## src/rtl/wdog_pkg.sv

```systemverilog
package wdog_pkg;
   // Register layout; the field positions are part of the software contract
   localparam int WD_SEL_W  = 3;
   localparam int WD_NSEL   = 1 << WD_SEL_W;
   localparam int WD_REG_W  = 8;
   localparam int WD_BIT_ARM = 4;
   localparam int WD_BIT_EN  = 3;

   typedef struct packed {
      logic                arm;
      logic                en;
      logic [WD_SEL_W-1:0] sel;
   } wd_ctrl_t;
endpackage

```

## src/rtl/wdog_ctrl_reg.sv

```systemverilog
module wdog_ctrl_reg
   import wdog_pkg::*;
#(
   parameter int ARM_CYCLES = 4
) (
   input  logic                clk,
   input  logic                rst_n,
   input  logic                we,
   input  logic [WD_REG_W-1:0] wdata,
   output wd_ctrl_t            ctrl
);
   localparam int ARM_W = (ARM_CYCLES > 2) ? $clog2(ARM_CYCLES) : 1;
   localparam logic [ARM_W-1:0] ARM_LAST = ARM_W'(ARM_CYCLES - 1);

   if (ARM_CYCLES < 2) begin : g_bad_arm
      $error("wdog_ctrl_reg: ARM_CYCLES must be at least 2");
   end

   wd_ctrl_t         q;
   logic [ARM_W-1:0] age_q;

   always_ff @(posedge clk or negedge rst_n) begin
      if (!rst_n) begin
         q     <= '0;
         age_q <= '0;
      end else begin
         if (we) begin
            q.sel <= wdata[WD_SEL_W-1:0];
            if (wdata[WD_BIT_EN])
               q.en <= 1'b1;
            else if (q.arm)
               q.en <= 1'b0;
         end
         if (we && wdata[WD_BIT_ARM]) begin
            q.arm <= 1'b1;
            age_q <= '0;
         end else if (q.arm) begin
            if (age_q == ARM_LAST) begin
               q.arm <= 1'b0;
               age_q <= '0;
            end else begin
               age_q <= age_q + 1'b1;
            end
         end
      end
   end

   assign ctrl = q;
endmodule

```

## src/rtl/wdog_period_dec.sv

```systemverilog
module wdog_period_dec
   import wdog_pkg::*;
#(
   parameter int BASE_EXP = 14,
   parameter int CNT_W    = BASE_EXP + WD_NSEL - 1
) (
   input  logic [WD_SEL_W-1:0] sel,
   output logic [CNT_W-1:0]    terminal
);
   if (CNT_W != BASE_EXP + WD_NSEL - 1) begin : g_bad_w
      $error("wdog_period_dec: CNT_W does not match BASE_EXP");
   end

   localparam logic [CNT_W-1:0] ALL_ONES = '1;

   logic [CNT_W-1:0] table_w [WD_NSEL];

   for (genvar i = 0; i < WD_NSEL; i++) begin : g_term
      // period 2^(BASE_EXP+i) ends at count 2^(BASE_EXP+i)-1
      assign table_w[i] = ALL_ONES >> (WD_NSEL - 1 - i);
   end

   assign terminal = table_w[sel];
endmodule

```

## src/rtl/wdog_count.sv

```systemverilog
module wdog_count #(
   parameter int CNT_W = 20
) (
   input  logic             clk,
   input  logic             rst_n,
   input  logic             en,
   input  logic             kick,
   input  logic             tick,
   input  logic [CNT_W-1:0] terminal,
   output logic             fire
);
   logic [CNT_W-1:0] cnt_q;
   logic             fire_q;

   always_ff @(posedge clk or negedge rst_n) begin
      if (!rst_n) begin
         cnt_q  <= '0;
         fire_q <= 1'b0;
      end else begin
         fire_q <= 1'b0;
         if (!en || kick) begin
            cnt_q <= '0;
         end else if (tick) begin
            if (cnt_q == terminal) begin
               cnt_q  <= '0;
               fire_q <= 1'b1;
            end else begin
               cnt_q <= cnt_q + 1'b1;
            end
         end
      end
   end

   assign fire = fire_q;
endmodule

```

## src/rtl/wdog_guard.sv

```systemverilog
module wdog_guard
   import wdog_pkg::*;
#(
   parameter int BASE_EXP   = 14,
   parameter int ARM_CYCLES = 4
) (
   input  logic                clk,
   input  logic                rst_n,
   input  logic                cfg_we,
   input  logic [WD_REG_W-1:0] cfg_wdata,
   output logic [WD_REG_W-1:0] cfg_rdata,
   input  logic                wd_kick,
   input  logic                tick_en,
   output logic                sys_rst_pulse
);
   localparam int CNT_W = BASE_EXP + WD_NSEL - 1;

   if (BASE_EXP < 1) begin : g_bad_exp
      $error("wdog_guard: BASE_EXP must be positive");
   end

   wd_ctrl_t         ctrl;
   logic [CNT_W-1:0] terminal;

   wdog_ctrl_reg #(.ARM_CYCLES(ARM_CYCLES)) u_reg (
      .clk   (clk),
      .rst_n (rst_n),
      .we    (cfg_we),
      .wdata (cfg_wdata),
      .ctrl  (ctrl)
   );

   wdog_period_dec #(.BASE_EXP(BASE_EXP), .CNT_W(CNT_W)) u_dec (
      .sel      (ctrl.sel),
      .terminal (terminal)
   );

   wdog_count #(.CNT_W(CNT_W)) u_cnt (
      .clk      (clk),
      .rst_n    (rst_n),
      .en       (ctrl.en),
      .kick     (wd_kick),
      .tick     (tick_en),
      .terminal (terminal),
      .fire     (sys_rst_pulse)
   );

   assign cfg_rdata = {{(WD_REG_W - $bits(wd_ctrl_t)){1'b0}}, ctrl};
endmodule

```

## config.mk

```make
export PLATFORM = sky130hd
export DESIGN_NAME = wdog_guard
export DESIGN_NICKNAME = d
export VERILOG_FILES = /design/src/rtl/wdog_pkg.sv /design/src/rtl/wdog_ctrl_reg.sv /design/src/rtl/wdog_period_dec.sv /design/src/rtl/wdog_count.sv /design/src/rtl/wdog_guard.sv
export SDC_FILE = /design/constraint.sdc
export NUM_CORES = 1
export LEC_CHECK = 0
export BUFFER_PORTS_ARGS = -buffer_cell sky130_fd_sc_hd__buf_2
export CAP_MARGIN = 20
export CORE_MARGIN = 2
export CORE_UTILIZATION = 51
export DETAILED_ROUTE_END_ITERATION = 10
export PLACE_DENSITY = 0.75
export RECOVER_POWER = 100
export SLEW_MARGIN = 10
export SYNTH_ARGS = -nofsm -noshare
export SYNTH_HDL_FRONTEND = slang
export SYNTH_SLANG_ARGS = --single-unit
```

## constraint.sdc

```tcl
create_clock -name clk -period 1.96 [get_ports clk]
set_clock_uncertainty 0.1 [all_clocks]
set_input_delay 0.098 -clock clk [delete_from_list [all_inputs] [get_ports clk]]
set_output_delay 0.098 -clock clk [all_outputs]
set_load 0.01 [all_outputs]
```

==> summary.txt <==
Worst setup path
  – Reg2reg path depth: 6
  – CP Capture Type: flop
  – Crit path max fanout: 4
  – Worst R2R End: u_cnt.cnt_q[19]
  – Reg2reg setup slack: 0.03 ns
  – Crit start category: flop
  – Critical path data required time: 2.07 ns
  – Critical Path AT: approximately 2.0 ns
  – Crit Path Class: flop to flop
  – Worst r2r src: u_cnt.cnt_q[3]

CTS
  – Num CTS Buffers: 5
  – Total clock sinks: 29
  – Max Buffers Root-to-Sink: 2
  – H-tree depth: 2
  – Clk root buf: clkbuf_4
  – Clock-pin slew on the worst setup and hold paths: 0.08 ns
  – CTS tree: built
  – Worst-Skew Late Latency: 0.32 ns

Power
  – Worst vdd ir: ~0.00048 V
  – Combinational Power Share: 0.205
  – Sw Share: 0.278
  – Internal: 0.000950 W
  – Leak: 0.838 nW
  – Clock Power Share: 0.274
  – Sw Pwr: 0.000366 W
  – Flop pwr share: 0.522
  – Pwr dens: around 650 mW/mm2

Drt
  – Routed WL per cell: around 14 um
  – Total length of routed wires: 3640 um
  – DRC errors left: 0
  – DRT antenna net count: 0
  – First-pass DRT Iterations: 4
  – Initial drt markers: 84
  – Via density per instance: 5.35
  – Detailed-route via count: 1392

Timing
  – Fin. Hold Viols: 0
  – Worst rel slew slack: 0.523
  – RSZ-0062 raised after global routing: true
  – Fmax: between 500 and 600 MHz
  – Time the worst path needs with I/O delays and setup: 1.93 ns
  – Setup WS post-layout: 0.0345 ns
  – Worst slew pin tran: 0.716 ns
  – Part of the cycle the worst path needs: 0.982
  – Setup_tns: 0 ns
  – Max-slew violations: 0
  – Hold WS: 0.0101 ns
  – Final setup viols: 0

Global routing
  – M3 GR Usage: 0.0554
  – Met1 Resource Use GR: 0.284
  – Initial antenna violation count: 0
  – Vias in the first global route: 1344
  – GR Util All Layers: 0.218
  – First-pass GRT wire length: 5860 um
  – GRT Max-Usage Layer: met2
  – GR Overflow Total: 0
  – Grt met2 use: 0.343
  – Largest net degree at the start of global routing: 30

Logic synthesis
  – EDFF count, synth: 0
  – FFs w/ async S/R, synth: 1.00
  – Distinct cells, synth: 40
  – Synth warnings: 0
  – Mapped Cells: 178
  – Ys flop type: dfrtp_1
  – Synth Register Bits: 29
  – Mean Syn Cell Area: 9.12 um2
  – Sequential area share after synthesis: 0.447
  – Mapped Area: 0.00162 mm2

Final layout
  – Layout Utilization: 0.661
  – Fin nets: 231
  – Layout cells sized above 1: 0.250
  – Ant diodes: 0
  – Finished Layout Cells: 260
  – Synth-to-Final Area Change: 24.2%

Hold path
  – Worst hold path stage count: 3
  – Hold path start: tick_en
  – Hold Crit Class: input pin to flop
  – Hold EP: u_cnt.cnt_q[0]

Placed design
  – DP Cell Count: 236
  – Port Buffers: 15
  – DP HPWL: 2380 um
  – Worst slack, placed: 0.0172 ns
  – RePlAce Congestion: about 0.8

Floorplanning
  – DIE HEIGHT: 60.4 um
  – Die ar.: 0.00365 mm2
  – Initial Util: 0.532
  – Die W: 60.4 um
  – FP Rows: 20
  – Core ar.: just over 0.003 mm2
  – Ports: 22

Status
  – Outcome: finished clean

Run
  – Max-Cap Viols: 0
## layer usage
metal / share of wire / vias to the layer above / routed length [um]
li1: - / 687 / -
met3: 0.045 / 10 / 163
met4: 0.021 / 0 / 76
met1: 0.45 / 663 / 1620
met2: 0.49 / 32 / 1780
met5: 0 / - / 0
## worst max-delay path, cell delays in order, from the launching register on
cell and delay (ns):
dfrtp_1 0.37, nand4_1 0.13, or2_4 0.28, or4_4 0.55
o21a_1 0.19, o21ai_1 0.12, a21oi_1 0.08
## flip-flops by register name (all words and copies together), names as in the netlist
register	cells
u_cnt.cnt_q	21
u_reg.ctrl	5
u_reg.age_q	2
u_cnt.fire	1
## synth_stat cells, types with 2 or more instances
master | n | area (um2)
dfrtp_1 | 29 | 726
xnor2_1 | 5 | 43.8
o21ai_0 | 4 | 20.0
nand3_1 | 10 | 50.1
nand2_1 | 23 | 86.3
nor2_1 | 21 | 78.8
and2_1 | 2 | 12.5
nand4_1 | 3 | 18.8
nand2b_1 | 4 | 25.0
a31oi_1 | 3 | 18.8
or3_1 | 3 | 18.8
nor3_1 | 6 | 30.0
mux2_2 | 4 | 45.0
o21a_1 | 2 | 15.0
mux2i_1 | 2 | 20.0
xor2_1 | 8 | 70.1
a21oi_1 | 11 | 55.1
buf_4 | 5 | 37.5
o32ai_1 | 2 | 17.5
and3_1 | 4 | 25.0
ha_1 | 2 | 25.0
clkbuf_1 | 7 | 26.3
## cell type report
type | instances | area (um2)
fillers | 268 | 1040
multi-input cells | 136 | 862
flip-flops and latches | 29 | 728
repair buffers | 42 | 309
clock buffers | 7 | 55.1
well taps | 44 | 55.1
inverters | 2 | 7.51
## cell usage in the layout, fill, tap and decap left out, types with 3 or more instances in the layout
master	instances
nand3_1	10
xnor2_1	5
or3_1	3
conb_1	3
buf_2	10
nand4_1	3
xor2_1	8
clkbuf_1	5
o21ai_0	4
a31oi_1	3
nor3_1	6
clkbuf_4	6
dfrtp_1	27
dlygate4sd3_1	8
a21oi_1	11
mux2_2	4
nor2_1	20
and3_1	4
buf_4	16
nand2b_1	4
nand2_1	23
## power by group through the flow
stage               Sequential [W]  Combinational, W  Clock (W)
floorplan                 0.000688          0.000164          0
global placement          0.000692          0.000217          0
detailed placement        0.000698          0.000229          0
CTS                       0.000685          0.000259   0.000370
global route              0.000692          0.000310   0.000399
finish                    0.000687          0.000269   0.000360
## logic make-up after synthesis
logic type | after synthesis | share of synthesized area
AOI/OAI and AO/OA | 28 | 0.119
xor gates and xnor gates | 13 | 0.0701
adders and majority gates | 3 | 0.0216
buffers and inverters | 15 | 0.0470
DFF | 29 | 0.447
muxes | 6 | 0.0401
other | 1 | 0.00231
and+or+nand+nor | 83 | 0.253
## worst max path at each step
stage / cells past startpoint / end / start
3_3_place_gp: 6 / u_cnt.cnt_q[19] / u_cnt.cnt_q[4]
4_1_cts: 6 / u_cnt.cnt_q[19] / u_cnt.cnt_q[4]
6_report: 6 / u_cnt.cnt_q[19] / u_cnt.cnt_q[3]
3_5_place_dp: 6 / u_cnt.cnt_q[19] / u_cnt.cnt_q[4]
5_1_grt: 7 / u_cnt.cnt_q[15] / u_reg.ctrl[1]
2_1_floorplan: 6 / u_cnt.cnt_q[19] / u_cnt.cnt_q[3]
## metrics by stage
step | instance area, um2 | total power [W]
6_report | 2020 | 0.00132
5_1_grt | 2020 | 0.00140
4_1_cts | 1920 | 0.00131
3_5_place_dp | 1790 | 0.000926
3_3_place_gp | 1790 | 0.000909
2_1_floorplan | 1640 | 0.000852
## what timing repair did
item | in CTS | in global routing
hold buffers | 8 | 0
gates resized for setup | 0 | 10
endpoints found under the hold margin | 36 | 0
endpoints found under the setup margin | 0 | 17
buffers inserted | 0 | 9
No activity file was read; power rests on OpenSTA's default activity.
